### src/rtl/sidma_pkg.sv
package sidma_pkg;
  typedef enum logic [1:0] {
    ST_IDLE = 2'd0,
    ST_RUN  = 2'd1,
    ST_FIN  = 2'd2
  } sidma_state_e;
endpackage

### src/rtl/sidma_chunk_ctr.sv
module sidma_chunk_ctr #(
  parameter int CNT_W = 16
) (
  input  logic             clk,
  input  logic             rst_n,
  input  logic             load,
  input  logic [CNT_W-1:0] total,
  input  logic [CNT_W-1:0] tsize,
  input  logic             fire,
  output logic [CNT_W-1:0] rem_total,
  output logic             chunk_end,
  output logic             last_beat
);
  logic [CNT_W-1:0] tsz_q;
  logic [CNT_W-1:0] chunk_left;

  function automatic logic [CNT_W-1:0] min_cnt(input logic [CNT_W-1:0] a,
                                               input logic [CNT_W-1:0] b);
    return (a < b) ? a : b;
  endfunction

  function automatic logic [CNT_W-1:0] eff_size(input logic [CNT_W-1:0] sz,
                                                input logic [CNT_W-1:0] tot);
    return (sz == '0) ? tot : sz;
  endfunction

  assign chunk_end = (chunk_left == CNT_W'(1));
  assign last_beat = (rem_total == CNT_W'(1));

  always_ff @(posedge clk or negedge rst_n) begin
    if (!rst_n) begin
      rem_total  <= '0;
      chunk_left <= '0;
      tsz_q      <= '0;
    end else if (load) begin
      rem_total  <= total;
      tsz_q      <= eff_size(tsize, total);
      chunk_left <= min_cnt(eff_size(tsize, total), total);
    end else if (fire) begin
      rem_total <= rem_total - CNT_W'(1);
      if (chunk_end) chunk_left <= min_cnt(tsz_q, rem_total - CNT_W'(1));
      else           chunk_left <= chunk_left - CNT_W'(1);
    end
  end

  AST_REM_HOLD: assert property (@(posedge clk) disable iff (!rst_n)
    (!load && !fire) |=> $stable(rem_total));
  AST_REM_STEP: assert property (@(posedge clk) disable iff (!rst_n)
    (fire && !load) |=> (rem_total == $past(rem_total) - CNT_W'(1)));
  AST_CHUNK_NOT_PAST_END: assert property (@(posedge clk) disable iff (!rst_n)
    (fire && last_beat) |-> chunk_end);
endmodule

### src/rtl/sidma_addr_gen.sv
module sidma_addr_gen #(
  parameter int ADDR_W = 32,
  parameter int CNT_W  = 16,
  parameter int SPR_AW = 14,
  parameter int QW_SH  = 4
) (
  input  logic              clk,
  input  logic              rst_n,
  input  logic              load,
  input  logic [ADDR_W-1:0] main_start,
  input  logic [ADDR_W-1:0] spr_start,
  input  logic [CNT_W-1:0]  skip,
  input  logic              fire,
  input  logic              chunk_end,
  output logic [ADDR_W-1:0] main_addr,
  output logic [ADDR_W-1:0] spr_addr
);
  localparam logic [ADDR_W-1:0] SPR_MASK = ADDR_W'((64'd1 << SPR_AW) - 64'd1);
  localparam logic [ADDR_W-1:0] QW_BYTES = ADDR_W'(64'd1 << QW_SH);
  localparam logic [ADDR_W-1:0] QW_ALIGN = ~(QW_BYTES - ADDR_W'(1));

  logic [CNT_W-1:0] skip_q;

  function automatic logic [ADDR_W-1:0] spr_first(input logic [ADDR_W-1:0] a);
    return a & SPR_MASK & QW_ALIGN;
  endfunction

  function automatic logic [ADDR_W-1:0] spr_next(input logic [ADDR_W-1:0] a);
    return (a + QW_BYTES) & SPR_MASK;
  endfunction

  function automatic logic [ADDR_W-1:0] main_next(input logic [ADDR_W-1:0] a,
                                                  input logic             jump,
                                                  input logic [CNT_W-1:0] gap);
    logic [ADDR_W-1:0] gap_b;
    gap_b = jump ? (ADDR_W'(gap) << QW_SH) : '0;
    return a + QW_BYTES + gap_b;
  endfunction

  always_ff @(posedge clk or negedge rst_n) begin
    if (!rst_n) begin
      main_addr <= '0;
      spr_addr  <= '0;
      skip_q    <= '0;
    end else if (load) begin
      main_addr <= main_start;
      spr_addr  <= spr_first(spr_start);
      skip_q    <= skip;
    end else if (fire) begin
      main_addr <= main_next(main_addr, chunk_end, skip_q);
      spr_addr  <= spr_next(spr_addr);
    end
  end

  AST_SPR_IN_WINDOW: assert property (@(posedge clk) disable iff (!rst_n)
    (spr_addr & ~SPR_MASK) == '0);
  AST_MAIN_HOLD: assert property (@(posedge clk) disable iff (!rst_n)
    (!load && !fire) |=> ($stable(main_addr) && $stable(spr_addr)));
  AST_MAIN_INNER_STEP: assert property (@(posedge clk) disable iff (!rst_n)
    (fire && !load && !chunk_end) |=> (main_addr == $past(main_addr) + QW_BYTES));
endmodule

### src/rtl/sidma_interleave_agen.sv
module sidma_interleave_agen
  import sidma_pkg::*;
#(
  parameter int ADDR_W = 32,
  parameter int CNT_W  = 16,
  parameter int SPR_AW = 14,
  parameter int QW_SH  = 4
) (
  input  logic              clk,
  input  logic              rst_n,
  input  logic              start_i,
  input  logic [CNT_W-1:0]  total_qw_i,
  input  logic [CNT_W-1:0]  xfer_qw_i,
  input  logic [CNT_W-1:0]  skip_qw_i,
  input  logic [ADDR_W-1:0] main_addr_i,
  input  logic [ADDR_W-1:0] spr_addr_i,
  input  logic              beat_ready_i,
  output logic              beat_valid_o,
  output logic [ADDR_W-1:0] beat_main_addr_o,
  output logic [ADDR_W-1:0] beat_spr_addr_o,
  output logic [CNT_W-1:0]  remaining_qw_o,
  output logic              done_o
);
  sidma_state_e st_q, st_d;

  logic load_ev;
  logic fire_ev;
  logic chunk_end_ev;
  logic last_beat_ev;

  assign load_ev      = start_i && (st_q == ST_IDLE);
  assign beat_valid_o = (st_q == ST_RUN);
  assign done_o       = (st_q == ST_FIN);
  assign fire_ev      = beat_valid_o && beat_ready_i;

  always_comb begin
    st_d = st_q;
    unique case (st_q)
      ST_IDLE: if (load_ev) st_d = (total_qw_i == '0) ? ST_FIN : ST_RUN;
      ST_RUN:  if (fire_ev && last_beat_ev) st_d = ST_FIN;
      ST_FIN:  st_d = ST_IDLE;
      default: st_d = ST_IDLE;
    endcase
  end

  always_ff @(posedge clk or negedge rst_n) begin
    if (!rst_n) st_q <= ST_IDLE;
    else        st_q <= st_d;
  end

  sidma_chunk_ctr #(.CNT_W(CNT_W)) u_cnt (
    .clk       (clk),
    .rst_n     (rst_n),
    .load      (load_ev),
    .total     (total_qw_i),
    .tsize     (xfer_qw_i),
    .fire      (fire_ev),
    .rem_total (remaining_qw_o),
    .chunk_end (chunk_end_ev),
    .last_beat (last_beat_ev)
  );

  sidma_addr_gen #(
    .ADDR_W (ADDR_W),
    .CNT_W  (CNT_W),
    .SPR_AW (SPR_AW),
    .QW_SH  (QW_SH)
  ) u_addr (
    .clk        (clk),
    .rst_n      (rst_n),
    .load       (load_ev),
    .main_start (main_addr_i),
    .spr_start  (spr_addr_i),
    .skip       (skip_qw_i),
    .fire       (fire_ev),
    .chunk_end  (chunk_end_ev),
    .main_addr  (beat_main_addr_o),
    .spr_addr   (beat_spr_addr_o)
  );

  AST_STALL_HOLD: assert property (@(posedge clk) disable iff (!rst_n)
    (beat_valid_o && !beat_ready_i) |=> (beat_valid_o && $stable(beat_main_addr_o)
                                         && $stable(beat_spr_addr_o)));
  AST_DONE_PULSE: assert property (@(posedge clk) disable iff (!rst_n)
    done_o |=> !done_o);
  AST_DONE_CLEAN: assert property (@(posedge clk) disable iff (!rst_n)
    done_o |-> (!beat_valid_o && remaining_qw_o == '0));
  AST_ZERO_TOTAL: assert property (@(posedge clk) disable iff (!rst_n)
    (load_ev && total_qw_i == '0) |=> (done_o && !beat_valid_o));
  AST_BUSY_START_IGNORED: assert property (@(posedge clk) disable iff (!rst_n)
    (start_i && beat_valid_o && !beat_ready_i) |=> $stable(remaining_qw_o));
endmodule

### config.mk
export PLATFORM = sky130hd
export DESIGN_NAME = sidma_interleave_agen
export DESIGN_NICKNAME = d
export VERILOG_FILES = /design/src/rtl/sidma_pkg.sv /design/src/rtl/sidma_chunk_ctr.sv /design/src/rtl/sidma_addr_gen.sv /design/src/rtl/sidma_interleave_agen.sv
export SDC_FILE = /design/constraint.sdc
export NUM_CORES = 1
export LEC_CHECK = 0
export ABC_AREA = 1
export BUFFER_PORTS_ARGS = -buffer_cell sky130_fd_sc_hd__buf_2
export CAP_MARGIN = 0
export CORE_ASPECT_RATIO = 0.9
export CORE_MARGIN = 4
export CORE_UTILIZATION = 45
export CTS_CLUSTER_DIAMETER = 50
export DETAILED_ROUTE_END_ITERATION = 12
export PLACE_DENSITY = 0.71
export SLEW_MARGIN = 5
export SYNTH_ARGS = -nofsm -noshare
export SYNTH_HDL_FRONTEND = slang
export SYNTH_SLANG_ARGS = --single-unit
### constraint.sdc
create_clock -name clk -period 7.6 [get_ports clk]
set_input_delay 1.14 -clock clk [delete_from_list [all_inputs] [get_ports clk]]
set_output_delay 1.14 -clock clk [all_outputs]
set_load 0.1 [all_outputs]
==> flow_summary.toml <==
[clocking]
count_of_clock_tree_sinks = 108
post-cts-setup-buffer-count = 0
worst_path_clk_slew_ns = 0.07
clock_path_buffers = 2
tritoncts.num_buffers = 9
worstSkewPairLatency_ns = 0.36
cts_htree_levels = 3
cts_root_buf = "sky130_fd_sc_hd__clkbuf_16"
post_cts_hold_buffer_count = 0
post_cts_resized = 0
cts_tree = "yes"

[logic_synthesis]
synth_enable_flop_cells = 0
synth_seq_area_share_pct = 31.6
synth-async-reset-ratio_pct = 100
syn-cell-area_sq_um = 8560
synth.top_cells.by_area = "sky130_fd_sc_hd__dfrtp_1 32%, sky130_fd_sc_hd__nand2_1 12%, sky130_fd_sc_hd__ha_1 9.8%"
mapped_cells = 1200
synth_cell_type_count = 51
synth-seq-cells = 108
ys_dominant_reg_cell = "sky130_fd_sc_hd__dfrtp_1"
post_synth.cell_area_avg_sq_um = 7.13
yosys_warnings = 0
yosysTopAreaCell = "sky130_fd_sc_hd__dfrtp_1"
post-synth-top-area-fraction_pct = 31.6

[final_layout]
mostFrequentLayoutCell = "sky130_fd_sc_hd__nand2_1"
antenna_diodes = 0
nets = 1510
layout-drive-gt1-share_pct = 17.2
layout.cell_area.non_filler_sq_um = 9680
syn_to_final_growth_pct = 13.1
most-common-layout-cells = "281 x sky130_fd_sc_hd__nand2_1, 152 x sky130_fd_sc_hd__buf_2, 134 x sky130_fd_sc_hd__inv_1"
finalNonFillerCells = 1575

[floorplan]
ios = 198
coreArea_sq_um = 18500
rows = 47
die_area_sq_um = 21300
fp.dieW_um = 153
die-height_um = 139
floorplan.initialDensity_pct = 46.2

[placed_design]
postPlaceCellArea_sq_um = 9370
place.detailed.instances = 1560
dpl.hpwl_um = 19000
port_buffers = 153
routabilityCongestion = 0.932

[timing]
finalHoldWorstSlack_ns = 0.478
worst_clock_skew_ns = 0.0128
max_slew.worst_pin.slew_ns = 1.07
hold_violations = 0
relative_max_transition_margin_pct = 28.8
rsz0062_at_grt = "false"
setup_tns_ns = 0
maxSlewViolCount = 0
layout_worst_path_cycle_share_pct = 55.7
finalCriticalPeriod_ns = 4.23
fmax_ghz = 0.236
setup_violations = 0

[critical_path]
crit_buf_inv = 0
crit_slowest_cell = "sky130_fd_sc_hd__nand3_1"
critical_path.cell_chain = "nor2_1, nand2_1, nor3_1, nand3_1, nor2_1, ha_1, ha_1, nand2_1, nor2_1, nor3b_2, a21oi_1, o21ai_2, a21oi_1, or2_0, nand3_1, nand2_1, o21ai_2"
critPathMaxStageDelay_ns = 0.69
worst_path_dominant_cell_family = "simple AND/OR/NAND/NOR gates"
path_max_fanout = 20
cp.arrival_ns = 4.50
endpoint_kind = "flop"
crit_path_required_time_ns = 7.86
critPathLaunchType = "flop"
worstSetupPathType = "reg -> reg"

[power]
vdd.ir_drop.worst_mv = 0.279
leakage_power_total_nw = 5.06
power.density_cell_area_nw_per_um2 = 472
power_after_layout_mw = 4.57

[drt]
route.final.wire_length_um = 25800
route.detailed.drc = 0
antenna_left = 0
viasPerCell = 5.49
detailroute.via_count = 8645
first_iter_violations = 659
drt_pass1_iterations = 7
route.detailed.wl_per_inst_um = 16.4

[run]
cap_viol_max_count = 0

[global_routing]
globalRouteTotalUtil_pct = 23.8
globalRouteOverflowTotal = 0
grt_pass1_wl_um = 41800
grt_antenna_before_repair = 0
number_of_global_route_vias_before_repair = 8118
grt_max_degree = 57

[min_path]
hold_class = "reg -> reg"

[outcome]
run_status = "completed"
==> cell type report <==
class / count / area, sq um
Clock buffer: 10 / 229
Clock inverter: 5 / 77.6
Fill cell: 1825 / 8850
Inverter: 139 / 523
Multi-Input combinational cell: 910 / 5030
Sequential cell: 108 / 2700
Tap cell: 245 / 307
Timing Repair Buffer: 158 / 806
==> report_power, final <==
| group | internal [mW] | total [mW] | switching [mW] |
|---|---|---|---|
| logic | 0.669 | 2.95 | 2.28 |
| clock network | 0.287 | 0.509 | 0.223 |
| registers | 0.850 | 1.11 | 0.261 |
==> flip-flops by register name (all words and copies together) (netlist names) <==
register,count
u_cnt.chunk_left,16
st_q,2
u_cnt.rem_total,16
u_addr.main_addr,32
u_cnt.tsz_q,16
u_addr.skip_q,16
u_addr.spr_addr,10
==> final timing paths <==
path	startpoint	endpoint	slack, ns	cells after the start
max	u_cnt.chunk_left[8]	u_addr.main_addr[24]	3.37	17
min	u_addr.main_addr[0]	u_addr.main_addr[0]	0.48	2
max reg2reg	u_cnt.chunk_left[8]	u_addr.main_addr[24]	3.37	17
min reg2reg	u_addr.main_addr[0]	u_addr.main_addr[0]	0.48	2
max in group asynchronous	rst_n	u_cnt.chunk_left[14]	5.53	2
min in group asynchronous	rst_n	u_addr.spr_addr[7]	0.83	1
==> Yosys cell counts, types with 16 or more instances <==
cell type                    n
sky130_fd_sc_hd__buf_4      24
sky130_fd_sc_hd__nand3_1    74
sky130_fd_sc_hd__inv_1     134
sky130_fd_sc_hd__nor2_1    110
sky130_fd_sc_hd__xor2_1     19
sky130_fd_sc_hd__o21ai_0    90
sky130_fd_sc_hd__clkbuf_1   26
sky130_fd_sc_hd__nand4_1    17
sky130_fd_sc_hd__dfrtp_1   108
sky130_fd_sc_hd__o221ai_1   16
sky130_fd_sc_hd__a21oi_1    73
sky130_fd_sc_hd__nand2_1   282
sky130_fd_sc_hd__ha_1       67
==> cell families after synthesis <==
group / after synthesis / synth area share (%)
other: 1 / 0.0438
XOR/XNOR: 29 / 3.05
adder cells (fa/ha/maj): 68 / 10.0
AND/OR/NAND/NOR: 555 / 28.8
flip-flops: 108 / 31.6
buffers and inverters: 203 / 10.6
AO/OA/AOI/OAI: 236 / 15.8
==> per-layer routing <==
layer	vias up	wire [um]	GRT usage (%)
met5	-	0	0
met4	0	701	7.99
met3	54	2290	4.59
met2	370	10800	34.9
met1	4039	12100	35.3
li1	4182	-	-
==> metrics by stage <==
step                util (%)  setup slack, ns
finish                  52.2             3.37
global route            52.2             3.00
CTS                     52.2             3.39
detailed placement      50.6             3.13
global placement        50.6             3.14
floorplan                  -             4.02
==> worst min-delay path: cells and delay by family (launching register included) <==
kind             cells  cell delay, ns
DFF                  1            0.34
and+or+nand+nor      2            0.10
(Power assumes the default switching activity.)
